[src/rtl/nsu_pkg.sv]
package nsu_pkg;
   localparam int unsigned OPC_W = 4;

   typedef enum logic [OPC_W-1:0] {
      OP_PASS   = 4'd0,
      OP_SHF_SV = 4'd1,
      OP_SHF_A  = 4'd2,
      OP_SHF_B  = 4'd3,
      OP_NRM_A  = 4'd4,
      OP_NRM_B  = 4'd5,
      OP_NRM_NS = 4'd6,
      OP_LD_A   = 4'd7,
      OP_LD_B   = 4'd8
   } op_e;

   typedef enum logic [2:0] {
      SRC_ZERO,
      SRC_SVREG,
      SRC_A,
      SRC_B,
      SRC_ENC
   } src_e;

   typedef struct packed {
      src_e src;
      logic wr_a;
      logic wr_b;
      logic norm;
      logic load;
   } ctl_t;
endpackage

[src/rtl/nsu_decode.sv]
module nsu_decode
   import nsu_pkg::*;
(
   input  logic [OPC_W-1:0] instr,
   output ctl_t             ctl
);
   always_comb begin
      ctl = '{src: SRC_ZERO, wr_a: 1'b0, wr_b: 1'b0, norm: 1'b0, load: 1'b0};
      case (op_e'(instr))
         OP_SHF_SV: ctl.src = SRC_SVREG;
         OP_SHF_A:  ctl.src = SRC_A;
         OP_SHF_B:  ctl.src = SRC_B;
         OP_NRM_A:  begin ctl.src = SRC_ENC; ctl.norm = 1'b1; ctl.wr_a = 1'b1; end
         OP_NRM_B:  begin ctl.src = SRC_ENC; ctl.norm = 1'b1; ctl.wr_b = 1'b1; end
         OP_NRM_NS: begin ctl.src = SRC_ENC; ctl.norm = 1'b1; end
         OP_LD_A:   begin ctl.load = 1'b1; ctl.wr_a = 1'b1; end
         OP_LD_B:   begin ctl.load = 1'b1; ctl.wr_b = 1'b1; end
         default:   ctl.src = SRC_ZERO;
      endcase
   end
endmodule

[src/rtl/nsu_lzc.sv]
module nsu_lzc #(
   parameter int unsigned DATA_W = 16,
   parameter int unsigned CNT_W  = $clog2(DATA_W)
) (
   input  logic [DATA_W-1:0] vec,
   output logic [CNT_W-1:0]  cnt
);
   localparam int unsigned CAP = DATA_W - 1;

   // Scan upward; the highest set bit is found last and wins.
   always_comb begin
      cnt = CNT_W'(CAP);
      for (int i = 0; i < DATA_W; i++) begin
         if (vec[i]) cnt = CNT_W'(CAP - i);
      end
   end
endmodule

[src/rtl/nsu_shl.sv]
module nsu_shl #(
   parameter int unsigned DATA_W = 16,
   parameter int unsigned SHAMT_W = $clog2(DATA_W),
   parameter int unsigned STYLE = 0
) (
   input  logic [DATA_W-1:0]  vec,
   input  logic [SHAMT_W-1:0] amt,
   output logic [DATA_W-1:0]  res
);
   if (STYLE == 0) begin : g_log
      logic [DATA_W-1:0] stg [SHAMT_W+1];
      assign stg[0] = vec;
      for (genvar s = 0; s < SHAMT_W; s++) begin : g_stage
         assign stg[s+1] = amt[s] ? (stg[s] << (1 << s)) : stg[s];
      end
      assign res = stg[SHAMT_W];
   end else begin : g_flat
      assign res = vec << amt;
   end
endmodule

[src/rtl/nsu_regs.sv]
module nsu_regs
   import nsu_pkg::*;
#(
   parameter int unsigned SHAMT_W = 4
) (
   input  logic               clk,
   input  logic               rst,
   input  ctl_t               ctl,
   input  logic               sv_oe,
   input  logic [SHAMT_W-1:0] sv_in,
   input  logic [SHAMT_W-1:0] enc_cnt,
   output logic [SHAMT_W-1:0] reg_a,
   output logic [SHAMT_W-1:0] reg_b,
   output logic [SHAMT_W-1:0] reg_sv
);
   logic [SHAMT_W-1:0] wr_val;
   assign wr_val = ctl.load ? sv_in : enc_cnt;

   always_ff @(posedge clk) begin
      if (rst) begin
         reg_a  <= '0;
         reg_b  <= '0;
         reg_sv <= '0;
      end else begin
         if (ctl.wr_a) reg_a  <= wr_val;
         if (ctl.wr_b) reg_b  <= wr_val;
         if (!sv_oe)   reg_sv <= sv_in;
      end
   end

   p_sv_hold_r9: assert property (@(posedge clk) disable iff (rst)
      sv_oe |=> $stable(reg_sv));
   p_a_keep_r6: assert property (@(posedge clk) disable iff (rst)
      !ctl.wr_a |=> $stable(reg_a));
   p_b_keep_r6: assert property (@(posedge clk) disable iff (rst)
      !ctl.wr_b |=> $stable(reg_b));
endmodule

[src/rtl/norm_shift_unit.sv]
module norm_shift_unit
   import nsu_pkg::*;
#(
   parameter int unsigned DATA_W      = 16,
   parameter int unsigned SHAMT_W     = $clog2(DATA_W),
   parameter int unsigned SHIFT_STYLE = 0
) (
   input  logic               clk,
   input  logic               rst,
   input  logic [OPC_W-1:0]   instr,
   input  logic [DATA_W-1:0]  din,
   input  logic               sv_force_in,
   input  logic [SHAMT_W-1:0] sv_in,
   output logic [SHAMT_W-1:0] sv_out,
   output logic               sv_oe,
   output logic [DATA_W-1:0]  dout
);
   if (DATA_W < 2) begin : g_bad_width
      $error("norm_shift_unit: DATA_W must be at least 2");
   end
   if (DATA_W != (1 << SHAMT_W)) begin : g_bad_shamt
      $error("norm_shift_unit: DATA_W must equal 2**SHAMT_W");
   end
   if (SHIFT_STYLE > 1) begin : g_bad_style
      $error("norm_shift_unit: SHIFT_STYLE must be 0 or 1");
   end

   ctl_t               ctl;
   logic [SHAMT_W-1:0] enc_cnt;
   logic [SHAMT_W-1:0] reg_a, reg_b, reg_sv;
   logic [SHAMT_W-1:0] amt;
   logic [DATA_W-1:0]  shifted;

   nsu_decode u_dec (.instr(instr), .ctl(ctl));

   nsu_lzc #(.DATA_W(DATA_W), .CNT_W(SHAMT_W)) u_lzc (
      .vec(din), .cnt(enc_cnt));

   assign sv_oe  = ctl.norm & ~sv_force_in;
   assign sv_out = enc_cnt;

   nsu_regs #(.SHAMT_W(SHAMT_W)) u_regs (
      .clk(clk), .rst(rst), .ctl(ctl), .sv_oe(sv_oe), .sv_in(sv_in),
      .enc_cnt(enc_cnt), .reg_a(reg_a), .reg_b(reg_b), .reg_sv(reg_sv));

   always_comb begin
      case (ctl.src)
         SRC_SVREG: amt = reg_sv;
         SRC_A:     amt = reg_a;
         SRC_B:     amt = reg_b;
         SRC_ENC:   amt = enc_cnt;
         default:   amt = '0;
      endcase
   end

   nsu_shl #(.DATA_W(DATA_W), .SHAMT_W(SHAMT_W), .STYLE(SHIFT_STYLE)) u_shl (
      .vec(din), .amt(amt), .res(shifted));

   always_ff @(posedge clk) begin
      if (rst) dout <= '0;
      else     dout <= shifted;
   end

   p_reset_clear_r1: assert property (@(posedge clk)
      rst |=> (dout == '0));
   p_force_quiet_r7: assert property (@(posedge clk) disable iff (rst)
      sv_force_in |-> !sv_oe);
   p_norm_out_r5: assert property (@(posedge clk) disable iff (rst)
      sv_oe |=> (dout == ($past(din) << $past(sv_out))));
   p_norm_msb_r5: assert property (@(posedge clk) disable iff (rst)
      (ctl.norm && (|din)) |=> dout[DATA_W-1]);
   p_load_pass_r8: assert property (@(posedge clk) disable iff (rst)
      ctl.load |=> (dout == $past(din)));
endmodule

[config.mk]
export PLATFORM = sky130hd
export DESIGN_NAME = norm_shift_unit
export DESIGN_NICKNAME = d
export VERILOG_FILES = /design/src/rtl/nsu_pkg.sv /design/src/rtl/nsu_decode.sv /design/src/rtl/nsu_lzc.sv /design/src/rtl/nsu_shl.sv /design/src/rtl/nsu_regs.sv /design/src/rtl/norm_shift_unit.sv
export SDC_FILE = /design/constraint.sdc
export NUM_CORES = 1
export LEC_CHECK = 0
export BUFFER_PORTS_ARGS = -buffer_cell sky130_fd_sc_hd__buf_2
export CAP_MARGIN = 0
export CELL_PAD_IN_SITES_DETAIL_PLACEMENT = 0
export CELL_PAD_IN_SITES_GLOBAL_PLACEMENT = 1
export CORE_MARGIN = 2
export CORE_UTILIZATION = 43
export CTS_CLUSTER_SIZE = 25
export DETAILED_ROUTE_END_ITERATION = 8
export PLACE_DENSITY_LB_ADDON = 0.2
export SETUP_SLACK_MARGIN = 0.1
export SYNTH_ARGS = -nofsm -noshare
export SYNTH_HDL_FRONTEND = slang
export SYNTH_HIERARCHICAL = 1
export SYNTH_SLANG_ARGS = --single-unit
[constraint.sdc]
create_clock -name clk -period 7.74 [get_ports clk]
set_input_delay 0.774 -clock clk [delete_from_list [all_inputs] [get_ports clk]]
set_output_delay 0.774 -clock clk [all_outputs]
set_load 0.005 [all_outputs]
==> flow_summary_export.csv, run 1 <==
group,metric,value,unit
floorplanning,io_pins,48,
pwr,switching_share,0.285,
route,drc,0,
final_layout,area_delta_synth_final,13.9,%
pwr,p_switching,92.7,uW
synth,yosysWarnings,6,
synth,syn_area,2010,um^2
pwr,ir_drop,0.0751,mV
route,vias,1845,
floorplanning,die_width,72.4,um
grt,grt.total_usage,0.192,
floorplanning,die_area,5250,um^2
final_layout,fill_cells,451,
synth,synthMuxAreaShare,0.208,
final_layout,drive_gt1_frac,0.254,
grt,grt_pass1_wl,8.16,mm
route,drt_wl_total,4.90,mm
timing,post-route-period-util,0.432,
floorplanning,core_area,4440,um^2
worst_setup_path,cp_max_fo,21,
clock_network,cts_resized,0,
clock_network,cts.reportedPaths.clkPinSlew,0.09,ns
synth,synthTopCellsByArea,"dfxtp_1 28%, mux2i_1 14%, nor2_1 5.4%",
clock_network,cts_setup_buffers,0,
timing,finalSetupViolCount,0,
synth,ys_top_cells_by_count,"29 x nor2_1, 28 x dfxtp_1, 28 x mux2i_1, 16 x nor2b_1, 12 x nand2_1",
pwr,p_clk_frac,0.236,
pwr,power.share.sequential,0.487,
grt,grt_max_degree,29,
route,ant_nets,0,
floorplanning,die_y,72.4,um
synth,synth_top_area_cell,"dfxtp_1",
worst_setup_path,worstPathArrival,3.51,ns
synth,synthesis.nets,261,
synth,synth_flop_cell,"dfxtp_1",
placed_design,routabilityCongestion,0.815,
placed_design,portBuffers,47,
clock_network,cts_hold_buf,0,
grt,grt_pass1_vias,1644,
route,drtIter0Drc,206,
worst_hold_path,hold_path_class,"flip-flop to flip-flop",
synth,synth_cells,234,
timing,finalSetupTns,0,ns
timing,rsz0062_at_grt,"false",
route,dr.pass1.iters,5,
synth,yosysUniqueCellTypes,53,
synth,synthAdderAreaFrac,0,
grt,grt_overflow_total,0,
synth,synth_top_area_share,0.278,
grt,antenna_found_initial,0,
synth,synth-edff-count,0,
worst_hold_path,min_from,"u_regs/reg_a[0]$_SDFFE_PP0P_",
worst_setup_path,r2r_cells,8,
synth,synth_top_family_by_area,"simple AND/OR/NAND/NOR gates",
floorplanning,initial_core_util,0.453,
synth,syn_area_per_cell,8.61,um^2
clock_network,clk_latency,0.26,ns
timing,min_period,3.34,ns
placed_design,dp.final_hpwl,3.69,mm
worst_setup_path,regToRegEndpoint,"dout[12]$_SDFF_PP0_",
clock_network,cts.path.max_buffers,2,
synth,synthArstFlopShare,0,
timing,slew_headroom,0.376,
clock_network,clkSinkCount,28,
worst_setup_path,required,7.91,ns
worst_setup_path,r2r_slack,5.58,ns
final_layout,utilization,0.516,
timing,tightest_slew,0.927,ns
synth,synth_xor_area_frac,0,
synth,synth_compound_area_frac,0.170,
worst_setup_path,reg2reg_from,"u_regs/reg_sv[3]$_SDFFE_PP0N_",
clock_network,cts_tree,"yes",
final_layout,multi_input_area,1340,um^2
worst_hold_path,hold_depth,2,
route,via_per_inst,5.69,
floorplanning,rows,24,
pwr,p_per_area,142,nW/um^2
timing,fmax,0.299,GHz
worst_setup_path,crit_type,"input pin to flip-flop",
clock_network,numCtsBuffers,3,
synth,synth_seq_area_share,0.278,
timing,report.final.slew_viol_count,0,
worst_hold_path,hold_end,"u_regs/reg_a[0]$_SDFFE_PP0P_",
worst_setup_path,endpoint_kind,"flip-flop",
synth,ys_ff_latch,28,
pwr,internal_power,232,uW
final_layout,antenna_cells,0,
route,wl_per_cell,15.1,um
pwr,combinationalPowerShare,0.277,
worst_setup_path,startpoint_type,"input pin",
synth,synth_most_common_cell,"nor2_1",
pwr,p_leak,0.900,nW
clock_network,cts-root-buf,"clkbuf_8",
timing,finalHoldViolCount,0,
status,status,"finished, final reports clean",
synth,synthSimpleGateAreaFrac,0.286,
job,max_cap_viol_count,0,
final_layout,nets,301,
clock_network,cts_max_level,1,
timing,finClkSkew,0.00410,ns
final_layout,regArea,561,um^2
layout make-up:
cell class,instances,area share
multi-input combinational,184,0.582
sequential,28,0.244
timing repair buffer,52,0.119
tap,52,0.0284
clock buffer,3,0.0180
inverter,5,0.00818
cells in the final DEF, fill, tap and decap left out, types with 3 or more instances in the layout:
cell type and instances:
nand4bb_1 8, mux2_2 7, a21oi_1 7, nand2_1 12
buf_2 47, nor2_1 29, or3_1 3, clkbuf_8 3
mux2i_1 28, o211ai_1 7, nor2b_1 16, dfxtp_1 28
nand2b_1 7, inv_1 3, buf_4 5, a211oi_1 10
o21ai_0 5, and2b_1 5
power groups by stage:
stage / registers, mW / clock network, mW / logic, mW
final: 0.158 / 0.0767 / 0.0901
after global routing: 0.159 / 0.0849 / 0.100
after CTS: 0.158 / 0.0808 / 0.0895
after detailed placement: 0.162 / 0 / 0.0892
after global placement: 0.161 / 0 / 0.0894
after floorplan: 0.163 / 0 / 0.0575
state kept, by name, summed over array words and instances, names as in the netlist:
name / cells
dout: 16
u_regs/reg_sv: 4
u_regs/reg_a: 4
u_regs/reg_b: 4
per-stage QoR:
step	setup slack, ns	std cells	power (mW)	area, um^2	hold slack [ns]
after global routing	4.10	324	0.344	2290	0.508
after global placement	4.08	321	0.251	2250	0.473
after CTS	4.41	324	0.329	2290	0.492
after detailed placement	4.14	321	0.251	2250	0.480
final	4.40	324	0.325	2290	0.496
after floorplan	4.68	234	0.220	2010	0.463
critical path, cell delays in order:
cell      delay, ns
buf_2          0.12
nor3b_1        0.69
nand2b_1       0.24
o211ai_1       0.23
buf_4          0.29
mux2_2         0.40
or2_2          0.28
a32oi_1        0.16
o21ai_0        0.14
and2b_1        0.18
layer usage:
metal | up-vias | track usage | share of wire
met3 | 2 | 0.0153 | 0.048
met1 | 846 | 0.319 | 0.54
met2 | 61 | 0.264 | 0.40
met4 | 0 | 0.0453 | 0.0069
met5 | - | 0 | 0
li1 | 936 | - | -
cells by family after synthesis:
logic type      after synthesis
buf+inv                      22
mux                          38
flops                        28
compound gates               48
simple gates                 98
worst max path at each step:
stage / cells past startpoint / slack, ns / end / start
after CTS: 12 / 4.41 / dout[14]$_SDFF_PP0_ / din[10]
after detailed placement: 12 / 4.14 / dout[14]$_SDFF_PP0_ / din[10]
after global placement: 12 / 4.08 / dout[14]$_SDFF_PP0_ / din[11]
after floorplan: 11 / 4.68 / dout[9]$_SDFF_PP0_ / din[7]
final: 10 / 4.40 / dout[12]$_SDFF_PP0_ / instr[2]
after global routing: 12 / 4.10 / dout[14]$_SDFF_PP0_ / din[10]
Note: power is estimated with default switching activity, not from simulation.
==> run 2, diff against run 1 <==
--- a/config.mk
+++ b/config.mk
@@ -10,7 +10,7 @@
 export CELL_PAD_IN_SITES_DETAIL_PLACEMENT = 0
 export CELL_PAD_IN_SITES_GLOBAL_PLACEMENT = 1
 export CORE_MARGIN = 2
-export CORE_UTILIZATION = 43
+export CORE_UTILIZATION = 36
 export CTS_CLUSTER_SIZE = 25
 export DETAILED_ROUTE_END_ITERATION = 8
 export PLACE_DENSITY_LB_ADDON = 0.2
==> constraint.sdc (replaced) <==
create_clock -name clk -period 3.04 [get_ports clk]
set_input_delay 0.304 -clock clk [delete_from_list [all_inputs] [get_ports clk]]
set_output_delay 0.304 -clock clk [all_outputs]
set_load 0.005 [all_outputs]
==> flow_summary_export.csv, run 2 (same netlist as run 1, synthesis figures left out) <==
group,metric,value,unit
status,status,"finished, final reports clean",
final_layout,fin_cells,355,
timing,finClkSkew,0.00325,ns
clock_network,numCtsBuffers,3,
clock_network,cts_hold_buf,0,
grt,grt_max_degree,29,
timing,slew_headroom,0.427,
clock_network,cts_setup_buffers,0,
floorplanning,io_pins,48,
pwr,ir_drop,0.193,mV
worst_setup_path,required,3.26,ns
pwr,p_per_area,364,nW/um^2
final_layout,antenna_cells,0,
final_layout,largest_reg_flops,16,
floorplanning,die_area,6210,um^2
grt,grt_pass1_wl,9.11,mm
grt,antenna_found_initial,0,
route,dr.pass1.iters,5,
route,via_per_inst,5.34,
route,wl_per_cell,15.1,um
placed_design,dp.final_hpwl,4.24,mm
pwr,p_leak,0.960,nW
clock_network,cts.reportedPaths.clkPinSlew,0.10,ns
clock_network,cts_resized,0,
floorplanning,die_width,78.8,um
timing,min_period,2.59,ns
grt,grt_overflow_total,0,
worst_setup_path,endpoint_kind,"flip-flop",
worst_setup_path,worstPathArrival,2.81,ns
route,drt_wl_total,5.38,mm
worst_setup_path,startpoint_type,"input pin",
placed_design,dp.cells,351,
placed_design,portBuffers,47,
final_layout,final_common_cell,"buf_2",
final_layout,nets,311,
route,vias,1896,
final_layout,drive_gt1_frac,0.283,
worst_setup_path,crit_type,"input pin to flip-flop",
pwr,internal_power,625,uW
clock_network,cts-root-buf,"clkbuf_8",
final_layout,top_register,"dout",
timing,rsz0062_at_grt,"false",
clock_network,cts_tree,"yes",
floorplanning,die_y,78.8,um
final_layout,area_delta_synth_final,19.6,%
timing,finalSetupViolCount,0,
job,max_cap_viol_count,0,
pwr,p_switching,251,uW
timing,report.final.slew_viol_count,0,
grt,grt_pass1_vias,1812,
pwr,switching_share,0.287,
pwr,p_clk_frac,0.268,
pwr,power.share.sequential,0.461,
timing,fmax,0.386,GHz
worst_hold_path,hold_path_class,"input pin to flip-flop",
final_layout,fill_cells,583,
floorplanning,initial_core_util,0.370,
floorplanning,rows,27,
route,ant_nets,0,
placed_design,routabilityCongestion,0.859,
worst_setup_path,cp_max_fo,13,
grt,grt.total_usage,0.185,
timing,finalSetupTns,0,ns
final_layout,mostFrequentLayoutCells,"47 x buf_2, 29 x nor2_1, 28 x mux2i_1, 28 x dfxtp_1, 16 x nor2b_1",
timing,post-route-period-util,0.852,
clock_network,cts_max_level,1,
clock_network,cts.path.max_buffers,2,
route,drtIter0Drc,91,
clock_network,clkSinkCount,28,
floorplanning,core_area,5440,um^2
clock_network,clk_latency,0.28,ns
timing,finalHoldViolCount,0,
pwr,combinationalPowerShare,0.271,
route,drc,0,
timing,tightest_slew,0.856,ns
run 2: final cells by class:
class | instances | area, um^2 | area share
clock buffers | 4 | 55.1 | 0.0229
inverters | 5 | 18.8 | 0.00779
multi-input cells | 184 | 1340 | 0.555
flip-flops and latches | 28 | 561 | 0.233
well taps | 72 | 90.1 | 0.0374
repair buffers | 62 | 348 | 0.144
run 2: per-stage QoR:
stage,instance area (um^2),hold WS [ns],setup slack (ns),power [mW],utilization
final,2410,0.279,0.449,0.876,0.443
after global routing,2410,0.279,0.256,0.930,0.443
after CTS,2410,0.277,0.446,0.883,0.443
after detailed placement,2350,0.481,0.153,0.650,0.433
after global placement,2350,0.477,0.169,0.650,0.433
after floorplan,2010,0.376,0.453,0.560,-
run 2: metal layers:
metal  track usage  wire length (um)  share of wire
met1         0.271              2700           0.50
met2         0.270              2300           0.43
met3        0.0307               275          0.051
met4        0.0702               103          0.019
met5             0                 0              0
run 2: worst paths after layout:
kind,start,end,slack (ns),cells past startpoint
min reg2reg,u_regs/reg_b[2]$_SDFFE_PP0P_,u_regs/reg_b[2]$_SDFFE_PP0P_,0.49,2
max,din[7],dout[11]$_SDFF_PP0_,0.45,13
max reg2reg,u_regs/reg_sv[2]$_SDFFE_PP0N_,dout[5]$_SDFF_PP0_,0.89,7
min,sv_in[0],u_regs/reg_sv[0]$_SDFFE_PP0N_,0.28,3
run 2: worst max-delay path, stage by stage:
cell and delay, ns:
buf_2 0.13, or3_1 0.35, or3_1 0.31, o21ai_1 0.17, nand4bb_1 0.12, o211ai_1 0.09
buf_4 0.23, buf_4 0.19, inv_2 0.08, mux2_4 0.30, or3_1 0.31, o221ai_1 0.08
nor2b_1 0.14
run 2: power by group through the flow:
stage / clock network, mW / registers [mW] / logic (mW)
5_1_grt: 0.257 / 0.407 / 0.266
6_report: 0.235 / 0.404 / 0.237
3_5_place_dp: 0 / 0.413 / 0.237
4_1_cts: 0.241 / 0.404 / 0.238
2_1_floorplan: 0 / 0.414 / 0.146
3_3_place_gp: 0 / 0.412 / 0.238
